[config.mk]
export PLATFORM = sky130hd
export DESIGN_NAME = ctx_spill_engine
export DESIGN_NICKNAME = d
export VERILOG_FILES = /design/src/rtl/ctx_spill_pkg.sv /design/src/rtl/ctx_shadow.sv /design/src/rtl/ctx_frame_addr.sv /design/src/rtl/ctx_drain_seq.sv /design/src/rtl/ctx_spill_engine.sv
export SDC_FILE = /design/constraint.sdc
export NUM_CORES = 1
export LEC_CHECK = 0
export BUFFER_PORTS_ARGS = -buffer_cell sky130_fd_sc_hd__buf_2
export CAP_MARGIN = 20
export CELL_PAD_IN_SITES_DETAIL_PLACEMENT = 0
export CELL_PAD_IN_SITES_GLOBAL_PLACEMENT = 1
export CORE_AREA = 2 2 329 331
export DETAILED_ROUTE_END_ITERATION = 10
export DIE_AREA = 0 0 331 333
export PLACE_DENSITY_LB_ADDON = 0.1
export SYNTH_ARGS = -nofsm -noshare
export SYNTH_HDL_FRONTEND = slang
export SYNTH_SLANG_ARGS = --single-unit
[constraint.sdc]
create_clock -name clk -period 2.8 [get_ports clk]
set_input_delay 0.56 -clock clk [delete_from_list [all_inputs] [get_ports clk]]
set_output_delay 0.56 -clock clk [all_outputs]
set_load 0.01 [all_outputs]
[src/rtl/ctx_spill_pkg.sv]
// Shared types and helpers for the context spill engine.
// Assumes byte addressing and power-of-two beat sizes.
package ctx_spill_pkg;
    typedef enum logic {DRN_IDLE = 1'b0, DRN_ACTIVE = 1'b1} drain_state_e;

    // Round an address down to a multiple of a power-of-two size.
    function automatic logic [31:0] align_down(input logic [31:0] a, input int unsigned sz);
        return a & ~(32'(sz) - 32'd1);
    endfunction
endpackage

[src/rtl/ctx_shadow.sv]
// Shadow slots: one register per saved word, loaded together on capture.
// Slots past NUM_SAVE up to PAD_WORDS are constant zero padding.
// Assumes cap_en is a single-cycle strobe from the take logic.
module ctx_shadow #(
    parameter int XLEN      = 32,
    parameter int NUM_SAVE  = 19,
    parameter int PAD_WORDS = 20
) (
    input  logic                      clk,
    input  logic                      rst_n,
    input  logic                      cap_en,
    input  logic [NUM_SAVE*XLEN-1:0]  regs_i,
    output logic [PAD_WORDS*XLEN-1:0] frame_o
);
    for (genvar g = 0; g < PAD_WORDS; g++) begin : g_slot
        if (g < NUM_SAVE) begin : g_live
            logic [XLEN-1:0] slot_q;
            // Capture this word on the take edge, hold otherwise.
            always_ff @(posedge clk) begin
                if (!rst_n)      slot_q <= '0;
                else if (cap_en) slot_q <= regs_i[g*XLEN +: XLEN];
            end
            assign frame_o[g*XLEN +: XLEN] = slot_q;
        end else begin : g_pad
            assign frame_o[g*XLEN +: XLEN] = '0;
        end
    end

    AST_SHADOW_FROZEN: assert property (@(posedge clk) disable iff (!rst_n)
        !cap_en |=> $stable(frame_o));
    AST_CAPTURE_ALL: assert property (@(posedge clk) disable iff (!rst_n)
        cap_en |=> frame_o[NUM_SAVE*XLEN-1:0] == $past(regs_i));
endmodule

[src/rtl/ctx_frame_addr.sv]
// Frame address generator: latches the aligned frame base at capture and
// forms each beat address as base plus beat index times beat size.
// Assumes BEAT_BYTES is a power of two.
module ctx_frame_addr
    import ctx_spill_pkg::*;
#(
    parameter int XLEN        = 32,
    parameter int FRAME_BYTES = 80,
    parameter int BEAT_BYTES  = 16,
    parameter int BW          = 3
) (
    input  logic            clk,
    input  logic            rst_n,
    input  logic            cap_en,
    input  logic [XLEN-1:0] sp_i,
    input  logic [BW-1:0]   beat_idx,
    output logic [XLEN-1:0] base_o,
    output logic [XLEN-1:0] addr_o
);
    logic [XLEN-1:0] base_q;

    // Allocate the frame below the stack pointer on the take edge.
    always_ff @(posedge clk) begin
        if (!rst_n)      base_q <= '0;
        else if (cap_en) base_q <= align_down(sp_i - XLEN'(FRAME_BYTES), BEAT_BYTES);
    end

    // Beat address for the current drain position.
    always_comb addr_o = base_q + XLEN'(beat_idx) * XLEN'(BEAT_BYTES);

    assign base_o = base_q;

    AST_BASE_ALIGNED: assert property (@(posedge clk) disable iff (!rst_n)
        base_q[$clog2(BEAT_BYTES)-1:0] == '0);
endmodule

[src/rtl/ctx_drain_seq.sv]
// Drain sequencer: walks the beat index from zero to BEATS-1, advancing on
// each accepted beat, and pulses done after the last one.
// Assumes cap_en is never asserted while busy.
module ctx_drain_seq
    import ctx_spill_pkg::*;
#(
    parameter int BEATS = 5,
    parameter int BW    = 3
) (
    input  logic          clk,
    input  logic          rst_n,
    input  logic          cap_en,
    input  logic          mem_ready_i,
    output logic          busy_o,
    output logic          valid_o,
    output logic [BW-1:0] beat_o,
    output logic          done_o
);
    localparam logic [BW-1:0] LAST = BW'(BEATS - 1);

    drain_state_e  state_q;
    logic [BW-1:0] beat_q;
    logic          done_q;
    logic          accept;

    // A beat moves when offered and the memory is ready.
    always_comb accept = (state_q == DRN_ACTIVE) && mem_ready_i;

    // Sequence state, beat index and completion pulse.
    always_ff @(posedge clk) begin
        if (!rst_n) begin
            state_q <= DRN_IDLE;
            beat_q  <= '0;
            done_q  <= 1'b0;
        end else begin
            done_q <= 1'b0;
            if (cap_en) begin
                state_q <= DRN_ACTIVE;
                beat_q  <= '0;
            end else if (accept) begin
                if (beat_q == LAST) begin
                    state_q <= DRN_IDLE;
                    done_q  <= 1'b1;
                end else begin
                    beat_q <= beat_q + 1'b1;
                end
            end
        end
    end

    assign busy_o  = (state_q == DRN_ACTIVE);
    assign valid_o = busy_o;
    assign beat_o  = beat_q;
    assign done_o  = done_q;

    AST_BEAT_RANGE: assert property (@(posedge clk) disable iff (!rst_n)
        beat_q <= LAST);
    AST_HOLD_UNTIL_ACCEPT: assert property (@(posedge clk) disable iff (!rst_n)
        valid_o && !mem_ready_i |=> valid_o && $stable(beat_q));
    AST_BUSY_AFTER_TAKE: assert property (@(posedge clk) disable iff (!rst_n)
        cap_en |=> busy_o && beat_q == '0);
endmodule

[src/rtl/ctx_spill_engine.sv]
// Top of the interrupt context snapshot and spill engine. Takes an
// interrupt when idle, snapshots the saved words in one edge, allocates a
// stack frame and drains it to memory in the background.
// Assumes irq_req_i is held until irq_take_o is seen.
module ctx_spill_engine #(
    parameter int XLEN     = 32,
    parameter int NUM_SAVE = 19,
    parameter int BUS_W    = 128
) (
    input  logic                     clk,
    input  logic                     rst_n,
    input  logic                     irq_req_i,
    output logic                     irq_take_o,
    input  logic [NUM_SAVE*XLEN-1:0] regs_i,
    input  logic [XLEN-1:0]          sp_i,
    output logic [XLEN-1:0]          sp_new_o,
    output logic                     mem_valid_o,
    input  logic                     mem_ready_i,
    output logic [XLEN-1:0]          mem_addr_o,
    output logic [BUS_W-1:0]         mem_data_o,
    output logic                     busy_o,
    output logic                     frame_done_o
);
    localparam int WPB         = BUS_W / XLEN;
    localparam int BEATS       = (NUM_SAVE + WPB - 1) / WPB;
    localparam int PAD_WORDS   = BEATS * WPB;
    localparam int BEAT_BYTES  = BUS_W / 8;
    localparam int FRAME_BYTES = PAD_WORDS * XLEN / 8;
    localparam int BW          = (BEATS > 1) ? $clog2(BEATS) : 1;

    logic                      cap_en;
    logic [PAD_WORDS*XLEN-1:0] frame;
    logic [BW-1:0]             beat_idx;

    // Take the interrupt only when no drain is outstanding.
    always_comb cap_en = irq_req_i && !busy_o;
    assign irq_take_o = cap_en;

    ctx_shadow #(.XLEN(XLEN), .NUM_SAVE(NUM_SAVE), .PAD_WORDS(PAD_WORDS)) u_shadow (
        .clk(clk), .rst_n(rst_n), .cap_en(cap_en), .regs_i(regs_i), .frame_o(frame)
    );

    ctx_frame_addr #(.XLEN(XLEN), .FRAME_BYTES(FRAME_BYTES), .BEAT_BYTES(BEAT_BYTES), .BW(BW)) u_addr (
        .clk(clk), .rst_n(rst_n), .cap_en(cap_en), .sp_i(sp_i), .beat_idx(beat_idx),
        .base_o(sp_new_o), .addr_o(mem_addr_o)
    );

    ctx_drain_seq #(.BEATS(BEATS), .BW(BW)) u_seq (
        .clk(clk), .rst_n(rst_n), .cap_en(cap_en), .mem_ready_i(mem_ready_i),
        .busy_o(busy_o), .valid_o(mem_valid_o), .beat_o(beat_idx), .done_o(frame_done_o)
    );

    // Select the four shadow words of the current beat.
    always_comb mem_data_o = frame[beat_idx*BUS_W +: BUS_W];

    AST_ADDR_STEP: assert property (@(posedge clk) disable iff (!rst_n)
        mem_valid_o && mem_ready_i |=> !mem_valid_o ||
        mem_addr_o == $past(mem_addr_o) + XLEN'(BEAT_BYTES));
    AST_NO_NESTED_TAKE: assert property (@(posedge clk) disable iff (!rst_n)
        mem_valid_o |-> !irq_take_o);
    AST_DATA_HELD: assert property (@(posedge clk) disable iff (!rst_n)
        mem_valid_o && !mem_ready_i |=> $stable(mem_data_o) && $stable(mem_addr_o));
endmodule

## Yosys cells after proc, flatten, opt, wreduce, memory -nomap -nowiden

Cells that the tools add are included.

- Flip-flop bits (word level): 641
- Latch bits: 0
- Bits in writable memories: 0
- Memory bits (read-only): 0
- Input port bits: 644
- Output and inout port bits: 196
- Word-level logic and storage cells: 44
- Memories: 0

- $add $sub $neg: 3
- $mul: 0
- Divide/modulo/power cells: 0
- Magnitude comparators: 0
- Equal/unequal tests: 1
- Shift operators: 1
- Multiplexer cells: 4
- Bitwise gates (word level): 3
- Reductions and logical operators: 9

Operators by type and width:

| cell | count |
|---|---|
| $shiftx A640 B11 Y128 | 1 |
| $add A32 B7 Y32 | 1 |
| $sub A32 B7 Y32 const B | 1 |
| $mux W1 | 4 |
| $reduce_and A2 Y1 | 2 |
| $reduce_bool A2 Y1 | 2 |
| $add A3 B1 Y3 const B | 1 |
| $eq A3 B3 Y1 const B | 1 |
| $not A1 Y1 | 3 |
| $reduce_or A3 Y1 | 1 |
| $logic_and A1 B1 Y1 | 2 |
| $reduce_or A2 Y1 | 1 |
| $logic_not A1 Y1 | 1 |

## Longest topological paths before layout

Gate-level depths: netlist (run 1).

- Depth in word-level cells: 4
- Mapped depth: 8
- Mapped depth without buffers: 7

## Cells and area by module

Synthesis (run 1) repeated with hierarchy kept, for this count alone.

- Cells, all modules: 2881
- Area total of the unflattened synthesis: 30504.3 um^2

Modules (own cells, without submodules):

| module | instances | cells an instance | area each (um^2) | seq. area each (um^2) |
|---|---|---|---|---|
| ctx_shadow | 1 | 1993 | 23100.9 | 12171.7 |
| ctx_spill_engine | 1 | 588 | 4999.8 | 0.0 |
| ctx_frame_addr | 1 | 272 | 2162.1 | 560.5 |
| ctx_drain_seq | 1 | 28 | 241.5 | 100.1 |

## Worst setup path before layout (run 1)

OpenSTA, ideal clock, no wires.

- Path kind: register to output
- Start point: register u_addr.base_q[4], in the netlist u_addr.base_o[4]
- End point: output port mem_addr_o[30]
- Data arrival time: 2.026 ns
- Required time: 2.240 ns
- Setup slack: 0.214 ns
- Stages on the path, launching flop included: 8
- Cell sequence: dfxtp_1 ha_1 inv_1 fa_1 nand2b_1 a211oi_2 nand4_1 xnor2_1

- Cells in the longest elaborated chain, start to end: 1

Ends and longest elaborated chain:

| item | RTL line | RTL |
|---|---|---|
| start, declared | ctx_frame_addr.sv:20 | `logic [XLEN-1:0] base_q;` |
| start signal, assigned | ctx_frame_addr.sv:25 | `else if (cap_en) base_q <= align_down(sp_i - XLEN'(FRAME_BYTES), BEAT_BYTES);` |
| $add A32 B7 Y32 | ctx_frame_addr.sv:29 | `always_comb addr_o = base_q + XLEN'(beat_idx) * XLEN'(BEAT_BYTES);` |
| end, declared | ctx_spill_engine.sv:19 | `output logic [XLEN-1:0] mem_addr_o,` |

Every way passes these cells.

## Worst setup path in the final report (run 1)

- Start point: register u_seq.beat_q[0], in the netlist u_seq.beat_o[0]
- End point: output port mem_addr_o[20]

- Cells in the longest elaborated chain, start to end: 1

Ends and longest elaborated chain:

| item | RTL line | RTL |
|---|---|---|
| start, declared | ctx_drain_seq.sv:22 | `logic [BW-1:0] beat_q;` |
| start signal, assigned | ctx_drain_seq.sv:45 | `beat_q <= beat_q + 1'b1;` |
| $add A32 B7 Y32 | ctx_frame_addr.sv:29 |  |

Every way passes these cells.

==> impl_summary.log, run 1 <==
INFO  metric outcome = finished with violations
INFO  metric failing_checks = setup timing
INFO  metric detail-route-antenna-nets = 0
INFO  metric via_count = 26470
INFO  metric power.density_cell_area = 617.8 mW/mm2
INFO  metric holdCritPathClass = input pin to register
INFO  metric gate_count_after_technology_mapping = 3441
INFO  metric synth.yosys.seq_area_share = 46.75%
INFO  metric cap_viol_max_count = 0
INFO  metric ctsHtreeMaxLevel = 3
INFO  metric worstPathRequired = 2240 ps
INFO  metric syn-cell-area = 0.02745 mm2
INFO  metric ys_top_cells_by_count = nand2_1 (1332), dfxtp_1 (641), a21oi_1 (618)
INFO  metric routed_wire_length_per_instance = 21.18 um
INFO  metric drt_drc_violations_left = 0
INFO  metric ys.warnings.count = 0
INFO  metric pwr-share-seq = 42.3%
INFO  metric finalWorstSetupSlack = -349.3 ps
INFO  metric cts-root-buf = clkbuf_16
INFO  metric worst_skew_pair.late_latency = 650 ps
INFO  metric area_of_the_core = 0.1066 mm2
INFO  metric effective_utilization_at_floorplan = 25.75%
INFO  metric max_slew.worst_pin.slew = 959.5 ps
INFO  metric synth.largest_area_cell = dfxtp_1
INFO  metric fin_skew = 19.85 ps
INFO  metric layout_worst_path_cycle_share = 112.5%
INFO  metric worstPathArrival = 2590 ps
INFO  metric drt_wirelength = 120800 um
INFO  metric relative_area_change_from_synthesis_to_final_layout = 38.56%
INFO  metric ys_seq_elements = 641
INFO  metric hold_viol = 0
INFO  metric timing.final.max_slew_violations = 0
INFO  metric chipHeight = 333 um
INFO  metric crit_type = register to output pin
INFO  metric final_period_minus_worst_setup_slack = 3149 ps
INFO  metric number_of_buffers_inserted_during_clock_tree_synthesis = 81
INFO  metric global_route_wire_length_before_repair = 173600 um
INFO  metric layout.filler_cells = 11590
INFO  metric pin_count = 840
INFO  metric vdd.ir_drop.worst = 0.0003517 V
INFO  metric floorplan.die.width = 331 um
INFO  metric firstDrtPassIters = 5
INFO  metric die-area = 0.1102 mm2
INFO  metric setup_viol_count_final = 150
INFO  metric ys_async_sr_fraction = 0%
INFO  metric worstSetupStartpointType = register
INFO  metric swShare = 26.72%
INFO  metric slew-limit-headroom = 36.03%
INFO  metric post_route_cells_drive_above_1_share = 34.01%
INFO  metric pwr-share-clk = 44.5%
INFO  metric worst-path-max-fanout = 5
INFO  metric pin_count_of_the_biggest_net_entering_global_routing = 161
INFO  metric drt-initial-drc-count = 1447
INFO  metric cts.reportedPaths.clkPinSlew = 60 ps
INFO  metric clkSinkCount = 641
INFO  metric route.detailed.vias_per_inst = 4.641
INFO  metric cp-end-kind = output pin
INFO  metric dp_cell_count = 5482
INFO  metric vias_in_the_first_global_route = 26120
INFO  metric globalRouteOverflowTotal = 0
INFO  metric grt_use_total = 21.21%
INFO  metric cts_tree = done
INFO  metric detailed_place_hpwl = 83990 um
INFO  metric synth_top_cells_by_area = dfxtp_1 (47%), nand2_1 (18%), a21oi_1 (11%)
INFO  metric layout.nets = 4861
INFO  metric port-buffer-count = 827
INFO  metric rsz_0062_raised_after_global_routing = true
INFO  metric max_freq = 317.5 MHz
INFO  metric globalplace.congestion = 0.8162
INFO  metric fin_cells = 5704
INFO  metric leakage = 15.33 nW
INFO  metric power.share.combinational = 13.2%
INFO  metric setup-tns-final = -18260 ps
INFO  metric internal_power = 17.22 mW
INFO  metric std_cell_rows = 120
INFO  metric synth_enable_flop_cells = 0
INFO  metric grt_antenna_before_repair = 103
INFO  metric pre_cts_slack = 33.93 ps
INFO  metric maximum_root_to_sink_buffer_count = 3
INFO  metric synth.most_common_cell = nand2_1
INFO  metric mean_post_synth_cell_area = 7.976 um2
INFO  metric ys.flop_type = dfxtp_1
INFO  metric postLayoutCoreUtil = 35.67%
INFO  metric synth.top_cell.area_share = 46.75%
INFO  metric switchingPower = 6.277 mW
INFO  metric netlist-cell-type-count = 46
state kept, by name, summed over array words and instances, names as in the netlist:
signal,cells
u_addr.base_o,28
u_seq.beat_o,3
u_seq.busy_o,1
u_seq.done_o,1
u_shadow.g_slot.g_live.slot_q,608
per-layer routing:
metal  vias to the layer above  routed length (um)  GRT usage [%]
met5                         -                 519              0
met4                        82                2878          6.718
met3                       255                9012          7.175
met2                       707               59050          35.40
met1                     12430               49370          25.50
li1                      13000                   -              -
layout make-up:
type                       count  area (um2)  share of cell area, %
tap                         1403        1755                  4.616
clock buffer                 122        2422                  6.370
sequential                   641       12850                  33.79
timing repair buffer         960        6492                  17.07
clock inverter                17       195.2                 0.5133
antenna                       35       87.58                 0.2303
multi-input combinational   2420       13810                  36.31
inverter                     106       417.9                  1.099
critical path, stage by stage (launching register included):
cell      delay, ps
dfxtp_4         380
ha_4            140
inv_2            30
fa_2            340
nand2b_4        170
a211oi_4        290
buf_6           170
nand4_1         110
xnor2_1         190
buf_2           160
worst paths after layout:
kind,startpoint,to,slack (ps),cells past startpoint
setup reg to reg,u_seq.busy_o,u_shadow.g_slot[18].g_live.slot_q[6],710,5
setup / recovery,u_seq.beat_o[0],mem_addr_o[20],-350,9
hold reg to reg,u_shadow.g_slot[11].g_live.slot_q[20],u_shadow.g_slot[11].g_live.slot_q[20],450,2
hold / removal,sp_i[4],u_addr.base_o[4],140,2
layout by cell type (no fill, tap or decap), drive strengths merged, types with 2 or more instances in the layout:
cell       n
nand2   1332
buf      960
dfxtp    641
a21oi    618
mux4     128
clkbuf   122
o21ai    118
inv      109
diode     35
nor2b     33
xnor2     22
nor2      20
nand3     16
xor2      15
nand4     12
a31oi     12
clkinv    12
o31ai     11
or4       10
or3        9
a211oi     9
conb       8
nor3       8
and4       6
ha         6
nor4       5
nand2b     4
and2       3
nand3b     2
or2        2
bufinv     2
and3       2
nand4b     2
power groups by stage:
stage               combinational (mW)  sequential (mW)  clock, mW
finish                            3.10             9.94       10.4
global route                      3.44             10.0       11.1
CTS                               3.11             9.94       10.8
detailed placement                2.82             10.1          0
global placement                  2.81             10.1          0
floorplan                         1.51             10.1          0
logic make-up (layout without fill, tap and decap cells):
kind of cell | count (synthesis) | after routing | share of synthesized area, %
buffers and inverters | 387 | 1205 | 5.502
DFF | 641 | 641 | 46.75
adders and majority gates | 7 | 7 | 0.3465
xor gates and xnor gates | 37 | 37 | 1.181
AOI/OAI and AO/OA | 773 | 773 | 14.45
and+or+nand+nor | 1466 | 1466 | 21.22
other | 1 | 43 | 0.01366
muxes | 129 | 129 | 10.54
per-stage QoR:
step	area, um2	hold slack (ps)	power (mW)
after floorplan	27470	433.1	11.58
after global placement	33370	439.9	12.94
after detailed placement	33370	443.3	12.96
after CTS	37610	68.70	23.84
after global routing	38010	98.27	24.55
final	38030	135.5	23.49
timing repair:
item,CTS,global route
setup buffers,33,17
pin swaps,14,11
resized for setup,386,183
cloned,16,0
setup endpoints to repair,153,152
hold buffers,0,0
(Power assumes the default switching activity.)
==> run 2: changes to the inputs <==
- clock period: 2.8 -> 3.09 ns (I/O delays scaled with it)
==> impl_summary.log, run 2 (synthesis results as in run 1) <==
INFO  metric cp-end-kind = output pin
INFO  metric pin_count_of_the_biggest_net_entering_global_routing = 175
INFO  metric leakage = 14.88 nW
INFO  metric r2r-start = u_seq.busy_o
INFO  metric drt_wirelength = 120700 um
INFO  metric route.detailed.vias_per_inst = 4.659
INFO  metric cts_tree = done
INFO  metric largest_register_ff_count = 608
INFO  metric firstDrtPassIters = 5
INFO  metric min_from = regs_i[358]
INFO  metric critPathSlowestCell = dfxtp_4
INFO  metric rsz_0062_raised_after_global_routing = true
INFO  metric setup-tns-final = -1239 ps
INFO  metric worstPathArrival = 2630 ps
INFO  metric holdCritPathClass = input pin to register
INFO  metric cts.reportedPaths.clkPinSlew = 60 ps
INFO  metric outcome = finished with violations
INFO  metric ctsHtreeMaxLevel = 3
INFO  metric area_of_the_core = 0.1066 mm2
INFO  metric slew-limit-headroom = 32.84%
INFO  metric ff_latch_area = 0.01285 mm2
INFO  metric via_count = 26460
INFO  metric layout.nets = 4822
INFO  metric power.density_cell_area = 582.7 mW/mm2
INFO  metric slowest_delay = 380 ps
INFO  metric timing.final.max_slew_violations = 0
INFO  metric vdd.ir_drop.worst = 0.0003716 V
INFO  metric final_period_minus_worst_setup_slack = 3249 ps
INFO  metric grt_use_total = 21.11%
INFO  metric worst_skew_pair.late_latency = 640 ps
INFO  metric worst-path-max-fanout = 5
INFO  metric critical_path_buf_inv_count = 4
INFO  metric post_route_cells_drive_above_1_share = 29.19%
INFO  metric pin_count = 840
INFO  metric detail-route-antenna-nets = 0
INFO  metric final_cell_mix = nand2_1 (1330), buf_2 (807), dfxtp_1 (633)
INFO  metric crit_type = register to output pin
INFO  metric finalWorstSetupSlack = -159.2 ps
INFO  metric failing_checks = setup timing
INFO  metric die-area = 0.1102 mm2
INFO  metric mostFrequentLayoutCell = nand2_1
INFO  metric chipHeight = 333 um
INFO  metric floorplan.die.width = 331 um
INFO  metric cp-startpoint = u_seq.beat_o[0]
INFO  metric layout_worst_path_cycle_share = 105.2%
INFO  metric routed_wire_length_per_instance = 21.26 um
INFO  metric clkSinkCount = 641
INFO  metric cpLargestDelayFamily = adder cells
INFO  metric fin_cells = 5679
INFO  metric maximum_root_to_sink_buffer_count = 3
INFO  metric cap_viol_max_count = 0
INFO  metric effective_utilization_at_floorplan = 25.75%
INFO  metric max_slew.worst_pin.slew = 1007 ps
INFO  metric drt-initial-drc-count = 1386
INFO  metric number_of_buffers_inserted_during_clock_tree_synthesis = 81
INFO  metric layout.filler_cells = 11740
INFO  metric globalRouteOverflowTotal = 0
INFO  metric worstPathRequired = 2470 ps
INFO  metric detailed_place_hpwl = 83100 um
INFO  metric hold_viol = 0
INFO  metric vias_in_the_first_global_route = 26100
INFO  metric globalplace.congestion = 0.8015
INFO  metric reg_with_most_ffs = u_shadow.g_slot.g_live.slot_q
INFO  metric std_cell_rows = 120
INFO  metric grt_antenna_before_repair = 115
INFO  metric dp_cell_count = 5461
INFO  metric setup_viol_count_final = 15
INFO  metric multiInputGateArea = 0.01331 mm2
INFO  metric global_route_wire_length_before_repair = 173300 um
INFO  metric relative_area_change_from_synthesis_to_final_layout = 34.12%
INFO  metric cp_cell_instances = ha_4, inv_2, fa_2, nand2b_4, buf_4, buf_6, a21oi_2, nand2_1, xnor2_2, buf_2
INFO  metric fin_skew = 15.78 ps
INFO  metric cts-root-buf = clkbuf_16
INFO  metric worstSetupStartpointType = register
INFO  metric max_freq = 307.8 MHz
INFO  metric drt_drc_violations_left = 0
INFO  metric port-buffer-count = 827
==> run 2: changes by cell type in the layout (fill, tap and decap cells not counted), moves of 4 or more <==
cell,before,now
nor2b_1,7,32
diode_2,35,42
inv_1,7,92
clkbuf_16,82,90
o21ai_0,21,90
nor2b_4,26,0
buf_12,51,31
buf_2,754,807
inv_2,95,10
bufinv_16,2,6
buf_6,83,7
o21ai_2,78,9
==> run 2: area by class of cell <==
type,count,area share [%]
tap,1403,4.769
multi-input combinational,2420,36.15
timing repair buffer,921,15.23
clock inverter,20,0.7478
sequential,641,34.91
antenna,42,0.2855
clock buffer,126,6.771
inverter,106,1.135
==> run 2: layer usage <==
layer  global-route usage, %  vias up  wire (um)
met5                       0        -        515
met3                   7.425      252       9320
li1                        -    12910          -
met1                   25.10    12540      49130
met2                   35.81      674      59180
met4                   5.674       82       2602
==> run 2: repair_timing <==
action | 4_1_cts | 5_1_grt
setup buffers | 13 | 7
endpoints found under the setup margin | 137 | 129
hold buffers | 0 | 0
resized for setup | 60 | 76
gates cloned | 8 | 4
pin swaps | 12 | 9
==> run 2: path summary, 6_finish.rpt <==
path	end	slack, ps	cells after the start
max	mem_addr_o[12]	-160	10
min	u_shadow.g_slot[11].g_live.slot_q[6]	210	3
max reg2reg	u_shadow.g_slot[15].g_live.slot_q[13]	950	4
min reg2reg	u_shadow.g_slot[12].g_live.slot_q[21]	450	2
==> run 2: through the flow <==
stage	worst slack, ps	hold slack (ps)	utilization (%)	power, mW	cell area (um2)
after detailed placement	267.8	443.9	31.07	11.69	33120
after CTS	-260.6	145.7	34.15	21.78	36410
after global placement	296.7	440.5	31.07	11.66	33120
after floorplan	446.5	433.1	-	10.49	27470
final	-159.2	205.1	34.53	21.45	36810
after global routing	-293.7	165.1	34.50	22.44	36780
==> run 2: power breakdown <==
group | leakage, nW | total [mW] | internal, mW | switching (mW)
sequential | 5.27 | 9.02 | 8.75 | 0.268
clock | 1.36 | 9.86 | 6.03 | 3.83
combinational | 8.25 | 2.57 | 1.12 | 1.46
==> run 2: worst register-to-register path, stage by stage (launching register included) <==
cell and delay, ps:
dfxtp_1 580, nand2b_4 400, buf_12 560, nand2_1 340, a21oi_1 200
